===== config.mk =====
export PLATFORM = sky130hd
export DESIGN_NAME = chain_irq_ctrl
export DESIGN_NICKNAME = d
export VERILOG_FILES = /design/src/rtl/chain_irq_pkg.sv /design/src/rtl/irq_lowest_pick.sv /design/src/rtl/irq_chan_slot.sv /design/src/rtl/bus_cycle_decode.sv /design/src/rtl/chain_irq_ctrl.sv
export SDC_FILE = /design/constraint.sdc
export NUM_CORES = 1
export LEC_CHECK = 0
export ABC_AREA = 0
export BUFFER_PORTS_ARGS = -buffer_cell sky130_fd_sc_hd__buf_2
export CAP_MARGIN = 30
export CORE_ASPECT_RATIO = 1.4
export CORE_UTILIZATION = 44
export CTS_CLUSTER_DIAMETER = 30
export DETAILED_ROUTE_END_ITERATION = 10
export PLACE_DENSITY = 0.77
export SKIP_CTS_REPAIR_TIMING = 1
export SYNTH_ARGS = -nofsm -noshare
export SYNTH_HDL_FRONTEND = slang
export SYNTH_SLANG_ARGS = --single-unit
export TNS_END_PERCENT = 30

===== constraint.sdc =====
create_clock -name clk_i -period 1.4 [get_ports clk_i]
set_input_delay 0.28 -clock clk_i [delete_from_list [all_inputs] [get_ports clk_i]]
set_output_delay 0.28 -clock clk_i [all_outputs]
set_load 0.03 [all_outputs]

===== src/rtl/chain_irq_pkg.sv =====
package chain_irq_pkg;
  localparam logic [7:0] OP_PREFIX = 8'hED;
  localparam logic [7:0] OP_RETURN = 8'h4D;

  typedef enum logic [1:0] {
    CYC_IDLE  = 2'd0,
    CYC_FETCH = 2'd1,
    CYC_ACK   = 2'd2
  } bus_cyc_e;

  function automatic bus_cyc_e classify(input logic m1, input logic iorq);
    if (m1 && iorq)  return CYC_ACK;
    if (m1 && !iorq) return CYC_FETCH;
    return CYC_IDLE;
  endfunction
endpackage


===== src/rtl/irq_lowest_pick.sv =====
module irq_lowest_pick #(
  parameter int N  = 4,
  parameter int IW = 2
) (
  input  logic [N-1:0]  req_i,
  output logic          found_o,
  output logic [IW-1:0] idx_o
);
  always_comb begin
    found_o = 1'b0;
    idx_o   = '0;
    for (int i = N - 1; i >= 0; i--) begin
      if (req_i[i]) begin
        found_o = 1'b1;
        idx_o   = IW'(i);
      end
    end
  end
endmodule


===== src/rtl/irq_chan_slot.sv =====
module irq_chan_slot (
  input  logic clk_i,
  input  logic rst_ni,
  input  logic req_set_i,
  input  logic ack_take_i,
  input  logic ret_clr_i,
  output logic pend_o,
  output logic isv_o
);
  always_ff @(posedge clk_i) begin
    if (!rst_ni) begin
      pend_o <= 1'b0;
      isv_o  <= 1'b0;
    end else begin
      pend_o <= (pend_o & ~ack_take_i) | req_set_i;
      isv_o  <= (isv_o & ~ret_clr_i) | ack_take_i;
    end
  end
endmodule


===== src/rtl/bus_cycle_decode.sv =====
module bus_cycle_decode
  import chain_irq_pkg::*;
#(
  parameter int DW = 8
) (
  input  logic          clk_i,
  input  logic          rst_ni,
  input  logic          m1_i,
  input  logic          iorq_i,
  input  logic [DW-1:0] data_i,
  output logic          ack_act_o,
  output logic          ack_start_o,
  output logic          prefix_seen_o,
  output logic          ret_hit_o
);
  bus_cyc_e cyc;
  logic     ack_q, fetch_q, fetch_start;

  assign cyc         = classify(m1_i, iorq_i);
  assign ack_act_o   = (cyc == CYC_ACK);
  assign ack_start_o = ack_act_o & ~ack_q;
  assign fetch_start = (cyc == CYC_FETCH) & ~fetch_q;
  assign ret_hit_o   = fetch_start & prefix_seen_o & (data_i == OP_RETURN);

  always_ff @(posedge clk_i) begin
    if (!rst_ni) begin
      ack_q         <= 1'b0;
      fetch_q       <= 1'b0;
      prefix_seen_o <= 1'b0;
    end else begin
      ack_q   <= ack_act_o;
      fetch_q <= (cyc == CYC_FETCH);
      if (fetch_start) prefix_seen_o <= (data_i == OP_PREFIX);
    end
  end
endmodule


===== src/rtl/chain_irq_ctrl.sv =====
module chain_irq_ctrl #(
  parameter int NCH = 4,
  parameter int DW  = 8,
  parameter int CW  = (NCH > 1) ? $clog2(NCH) : 1,
  parameter int BW  = DW - 1 - CW
) (
  input  logic           clk_i,
  input  logic           rst_ni,
  input  logic [NCH-1:0] chan_req_i,
  input  logic           base_wr_i,
  input  logic [BW-1:0]  base_i,
  input  logic           m1_i,
  input  logic           iorq_i,
  input  logic [DW-1:0]  bus_data_i,
  input  logic           iei_i,
  output logic           ieo_o,
  output logic           int_o,
  output logic           vec_vld_o,
  output logic [DW-1:0]  vec_o
);
  logic [NCH-1:0] pend_q, isv_q, blocked, eligible;
  logic [BW-1:0]  base_q;
  logic           win_found, svc_found;
  logic [CW-1:0]  win_idx, svc_idx;
  logic           ack_act, ack_start, prefix_seen, ret_hit;
  logic           ack_take, ret_clr;

  bus_cycle_decode #(.DW(DW)) dec_i (
    .clk_i, .rst_ni, .m1_i, .iorq_i, .data_i(bus_data_i),
    .ack_act_o(ack_act), .ack_start_o(ack_start),
    .prefix_seen_o(prefix_seen), .ret_hit_o(ret_hit)
  );

  // A channel is blocked by itself or any lower index in service.
  always_comb begin
    blocked[0] = isv_q[0];
    for (int i = 1; i < NCH; i++) blocked[i] = blocked[i-1] | isv_q[i];
  end
  assign eligible = pend_q & ~blocked & {NCH{iei_i}};

  irq_lowest_pick #(.N(NCH), .IW(CW)) win_pick_i (
    .req_i(eligible), .found_o(win_found), .idx_o(win_idx)
  );
  irq_lowest_pick #(.N(NCH), .IW(CW)) svc_pick_i (
    .req_i(isv_q), .found_o(svc_found), .idx_o(svc_idx)
  );

  assign ack_take = ack_start & win_found;
  assign ret_clr  = ret_hit & iei_i & svc_found;

  for (genvar g = 0; g < NCH; g++) begin : g_slot
    irq_chan_slot slot_i (
      .clk_i, .rst_ni,
      .req_set_i (chan_req_i[g]),
      .ack_take_i(ack_take && (win_idx == CW'(g))),
      .ret_clr_i (ret_clr && (svc_idx == CW'(g))),
      .pend_o    (pend_q[g]),
      .isv_o     (isv_q[g])
    );
  end

  assign int_o = win_found;
  assign ieo_o = iei_i & ~(|isv_q) & (~(|pend_q) | prefix_seen);

  always_ff @(posedge clk_i) begin
    if (!rst_ni) begin
      base_q    <= '0;
      vec_vld_o <= 1'b0;
      vec_o     <= '0;
    end else begin
      if (base_wr_i) base_q <= base_i;
      if (!ack_act) begin
        vec_vld_o <= 1'b0;
      end else if (ack_start) begin
        vec_vld_o <= win_found;
        vec_o     <= {base_q, win_idx, 1'b0};
      end
    end
  end
endmodule


==> impl_metrics.env, run 1 <==
export IMPL_firstDrtPassIters=7
export IMPL_antenna_cells=0
export IMPL_ys_types=39
export IMPL_yosys_area_top_type_share_pct=43.94
export IMPL_rsz0062_at_grt="true"
export IMPL_cts_root_buf="clkbuf_4"
export IMPL_synth_seq_area_share_pct=43.94
export IMPL_setup_violations_final=5
export IMPL_synthTopCellsByCount="dfxtp_1, nand2_1, nor2b_1"
export IMPL_critical_path_max_stage_delay_ps=400
export IMPL_synthesis_area_um2=1094
export IMPL_clk_pin_slew_ps=130
export IMPL_hp_class="input port to flip-flop"
export IMPL_ir_drop_mv=0.6182
export IMPL_routedWlPerCell_um=13.71
export IMPL_dieArea_um2=2692
export IMPL_intPower_mw=0.9793
export IMPL_p_clk_share_pct=27.2
export IMPL_coreArea_um2=2365
export IMPL_htree_levels=1
export IMPL_skew_ps=12.58
export IMPL_numPortBuffers=32
export IMPL_p_sw_mw=0.3523
export IMPL_maxCapViolations=0
export IMPL_cp_start_kind="flip-flop"
export IMPL_use_met3_pct=2.083
export IMPL_fill_cells=211
export IMPL_use_met2_pct=33.82
export IMPL_crit_family="flip-flops"
export IMPL_cp_num_buf_inv=1
export IMPL_layout_min_cycle_time_ps=1720
export IMPL_clk_latency_ps=320
export IMPL_top_usage_layer="met2"
export IMPL_rows=21
export IMPL_finish_utilization_pct=60.74
export IMPL_drt_total_wl_mm=2.468
export IMPL_crit_arrival_ps=1440
export IMPL_synth_main_ff_cell="dfxtp_1"
export IMPL_yosys_register_bits=24
export IMPL_syn_avg_cell_area_um2=9.427
export IMPL_cts_tree="yes"
export IMPL_power_density_nw_per_um2=927.1
export IMPL_vias=973
export IMPL_cp_max_fo=4
export IMPL_finalHoldViolCount=0
export IMPL_async_flop_share_pct=0
export IMPL_yosysMostFrequentCell="dfxtp_1"
export IMPL_final_cell_area_um2=1436
export IMPL_combPwrFrac_pct=17.7
export IMPL_drc=2
export IMPL_fin_ws_ps=-319.6
export IMPL_gp_congestion=0.7573
export IMPL_die_x_um=44.14
export IMPL_clk_path_buf_depth=2
export IMPL_violations="DRC, setup timing"
export IMPL_numCtsBuffers=3
export IMPL_post_route_period_util_pct=122.8
export IMPL_cp_end_kind="output port"
export IMPL_path_cells="nor4b_4, o21ai_4, o21ai_2, buf_6"
export IMPL_drv_slew=0
export IMPL_final_layout_size_suffix_gt1_share_pct=39.49
export IMPL_grt_use_met1_pct=19.49
export IMPL_viasPerCell=5.406
export IMPL_synthCells=116
export IMPL_grt_use_total_pct=18.02
export IMPL_cts_sinks=24
export IMPL_p_sw_share_pct=26.46
export IMPL_seqPwrFrac_pct=55.0
export IMPL_syn2layout_area_growth_pct=31.35
export IMPL_path_class="flip-flop to output port"
export IMPL_max_freq_ghz=0.5815
export IMPL_floorplan_initialDensity_pct=46.24
export IMPL_grt_max_degree=20
export IMPL_ys_top_cells_by_area="dfxtp_1, nand2_1, nor2b_1, mux2i_1, a21boi_0"
export IMPL_status="complete, but fails checks"
export IMPL_die_y_um=60.99
export IMPL_dp_hpwl_mm=1.803
export IMPL_syn_nets=139
export IMPL_holdWs_ps=167.3
export IMPL_dpl_instance_area_um2=1336
export IMPL_power_leakage_nw=0.6306
export IMPL_antenna_found_initial=0
export IMPL_dp_slack_ps=-49.72
export IMPL_crit_path_top_delay_cell="dfxtp_1"
export IMPL_grt_pass1_vias=862
export IMPL_synth_top_area_cell="dfxtp_1"
export IMPL_synth_enable_flop_cells=0
export IMPL_drt_initial_drc_count=35
export IMPL_antenna_left=0
export IMPL_fin_nets=181
export IMPL_ioPinCount=34
export IMPL_grt_overflow=0
export IMPL_worstPathRequired_ps=1120
export IMPL_grt_pass1_wl_mm=3.546
export IMPL_yosys_warnings=0
## final cells by class
cell class | count | area (um2) | area share [%]
multi-input cells | 82 | 614.3 | 42.77
repair buffers | 44 | 259.0 | 18.03
clock buffers | 4 | 36.28 | 2.526
well taps | 23 | 28.78 | 2.003
inverters | 3 | 11.26 | 0.7840
flip-flops and latches | 24 | 486.7 | 33.88
## power groups by stage
stage	combinational (mW)	clock (mW)	sequential, mW
after floorplan	0.121	0	0.756
after global placement	0.206	0	0.746
after detailed placement	0.213	0	0.747
after CTS	0.213	0.374	0.732
after global routing	0.257	0.394	0.736
final	0.236	0.362	0.733
## registers in the layout, indices dropped and copies added, names as in the netlist
register / count
dec_i.fetch_q: 1
dec_i.ack_q: 1
vec_o: 7
base_q: 5
dec_i.prefix_seen_o: 1
g_slot.slot_i.pend_o: 4
vec_vld_o: 1
g_slot.slot_i.isv_o: 4
## metal layers
layer  wire [um]  part of all wire, %  vias to the layer above
met1         948                   38                      458
met3         105                  4.3                        2
li1            -                    -                      485
met5           0                    0                        -
met2        1386                   56                       28
met4          28                  1.1                        0
## placed cells by master (no fill, tap or decap), types with 2 or more instances in the layout
cell       n
o21ai_2    2
nor2_1     2
inv_1      3
nor3b_2    2
a21oi_1    4
nor4b_4    2
nor2b_1   10
buf_2     30
dfxtp_1   21
o21ai_1    2
mux2i_1    6
and2_1     2
clkbuf_4   3
o21ai_0    2
o21a_1     4
a21boi_0   5
dfxtp_2    2
nand2_1   18
buf_4     13
## path summary, 6_finish.rpt
check,from,to,slack (ps),depth (start not counted)
setup reg to reg,g_slot[1].slot_i.isv_o,g_slot[2].slot_i.isv_o,-40,5
hold / removal,chan_req_i[2],g_slot[2].slot_i.pend_o,170,3
setup / recovery,g_slot[0].slot_i.isv_o,int_o,-320,4
hold reg to reg,vec_o[4],vec_o[4],470,2
## worst min-delay path: stages
cell	delay, ps
buf_2	70
nand2_1	40
o21ai_1	60
## metrics by stage
step                      total power, mW  instances  setup TNS [ps]
after floorplan                    0.8776        116          -57.11
after detailed placement           0.9601        175          -114.7
after global routing                1.387        180           -1202
after global placement             0.9513        175          -5.325
final                               1.332        180          -691.7
after CTS                           1.319        179          -955.9
## cells by family after synthesis
| family | after synthesis | synth area share (%) |
|---|---|---|
| other | 1 | 0.3429 |
| AND/OR/NAND/NOR | 49 | 29.29 |
| multiplexers | 6 | 5.492 |
| AO/OA/AOI/OAI | 26 | 16.48 |
| flip-flops | 24 | 43.94 |
| buffers and inverters | 10 | 4.463 |
No activity file was read; power rests on OpenSTA's default activity.
==> run 2, diff against run 1 <==
--- a/config.mk
+++ b/config.mk
@@ -13,6 +13,7 @@
 export CTS_CLUSTER_DIAMETER = 30
 export DETAILED_ROUTE_END_ITERATION = 10
 export PLACE_DENSITY = 0.77
+export REMOVE_ABC_BUFFERS = 1
 export SKIP_CTS_REPAIR_TIMING = 1
 export SYNTH_ARGS = -nofsm -noshare
 export SYNTH_HDL_FRONTEND = slang
==> run 2 against run 1 <==
  * The run still ends with DRC, setup timing left
  * Setup slack better by 86 ps
  * Global-route usage down 0.66 points
  * Clock power down 22%
  * Combinational power up 10%
==> impl_metrics.env, run 2 (synthesized netlist as in run 1, its figures left out) <==
export IMPL_finalHoldViolCount=0
export IMPL_grt_pass1_wl_mm=3.429
export IMPL_fin_nets=187
export IMPL_max_freq_ghz=0.6122
export IMPL_cp_end_kind="output port"
export IMPL_worstPathRequired_ps=1120
export IMPL_crit_arrival_ps=1350
export IMPL_coreArea_um2=2365
export IMPL_cts_tree="yes"
export IMPL_multiInputGateArea_um2=621.8
export IMPL_power_leakage_nw=0.6527
export IMPL_clk_path_buf_depth=2
export IMPL_top_register="vec_o"
export IMPL_status="complete, but fails checks"
export IMPL_htree_levels=1
export IMPL_skew_ps=4.988
export IMPL_fill_cells=212
export IMPL_dr_wl_met3_um=77
export IMPL_layout_commonest_cell="buf_2"
export IMPL_maxCapViolations=0
export IMPL_cts_root_buf="clkbuf_4"
export IMPL_rsz0062_at_grt="true"
export IMPL_antenna_left=0
export IMPL_ioPinCount=34
export IMPL_largestRegisters="vec_o: 7 flops, base_q: 5 flops"
export IMPL_maxUsedRoutingLayer="met4"
export IMPL_ir_drop_mv=0.4595
export IMPL_critical_path_max_stage_delay_ps=370
export IMPL_crit_path_top_delay_cell="dfxtp_2"
export IMPL_grt_max_degree=26
export IMPL_clk_pin_slew_ps=120
export IMPL_drt_total_wl_mm=2.360
export IMPL_power_density_nw_per_um2=866.2
export IMPL_largest_reg_flops=7
export IMPL_crit_family="simple AND/OR/NAND/NOR gates"
export IMPL_regArea_um2=488.0
export IMPL_routedWlPerCell_um=12.76
export IMPL_gp_congestion=0.8223
export IMPL_cp_num_buf_inv=1
export IMPL_die_x_um=44.14
export IMPL_dpl_instance_area_um2=1365
export IMPL_drc=2
export IMPL_drt_initial_drc_count=18
export IMPL_grt_pass1_vias=903
export IMPL_power_total_mw=1.279
export IMPL_holdWs_ps=178.3
export IMPL_numPortBuffers=32
export IMPL_grt_use_total_pct=17.36
export IMPL_die_y_um=60.99
export IMPL_violations="DRC, setup timing"
export IMPL_cts_sinks=24
export IMPL_final_layout_size_suffix_gt1_share_pct=42.59
export IMPL_layout_min_cycle_time_ps=1633
export IMPL_post_route_period_util_pct=116.7
export IMPL_fin_ws_ps=-233.4
export IMPL_dp_slack_ps=-59.48
export IMPL_antenna_found_initial=0
export IMPL_dieArea_um2=2692
export IMPL_finish_utilization_pct=62.43
export IMPL_floorplan_initialDensity_pct=46.24
export IMPL_setup_violations_final=7
export IMPL_syn2layout_area_growth_pct=35.01
export IMPL_rows=21
export IMPL_cp_max_fo=4
export IMPL_vias=999
export IMPL_antenna_cells=0
export IMPL_viasPerCell=5.400
export IMPL_grt_overflow=0
export IMPL_final_cell_area_um2=1476
export IMPL_path_class="flip-flop to output port"
export IMPL_hp_class="input port to flip-flop"
export IMPL_drv_slew=0
export IMPL_met1_length_um=928
export IMPL_met2RoutedLength_mm=1.340
export IMPL_clk_latency_ps=310
export IMPL_cp_start_kind="flip-flop"
export IMPL_path_cells="nor4b_4, nor3b_2, buf_4"
export IMPL_dp_hpwl_mm=1.774
export IMPL_dp_cells=180
export IMPL_numCtsBuffers=3
export IMPL_fin_cells=185
export IMPL_firstDrtPassIters=9
export IMPL_tns_ps=-733.5
export IMPL_most_common_layout_cells="buf_2, dfxtp_1, buf_4"
==> run 2: changes by cell type in the layout (fill, tap and decap cells not counted), sizes merged <==
cell | previous run | this run
buf | 44 | 50
clkbuf | 4 | 3
==> run 2: per-layer routing <==
layer  track usage [%]  vias up
met5                 0        -
met4             8.225        0
met3             2.976        2
met2             34.87       24
met1             16.39      475
li1                  -      498
==> run 2: cell type report <==
| class | count | area share, % |
|---|---|---|
| tap | 23 | 1.949 |
| multi-input combinational | 82 | 42.12 |
| clock buffer | 3 | 1.525 |
| timing repair buffer | 50 | 20.59 |
| inverter | 3 | 0.7627 |
| sequential | 24 | 33.05 |
==> run 2: final timing paths <==
check	from	to	slack (ps)	depth (start not counted)
worst max register to register	g_slot[0].slot_i.isv_o	g_slot[3].slot_i.pend_o	-90	5
worst min register to register	vec_o[6]	vec_o[6]	470	2
worst min-delay path	chan_req_i[0]	g_slot[0].slot_i.pend_o	180	2
worst max-delay path	g_slot[0].slot_i.isv_o	ieo_o	-230	3
==> run 2: power breakdown <==
part	internal (mW)	switching, mW
Combinational	0.131	0.130
Sequential	0.712	0.0236
Clock	0.101	0.183
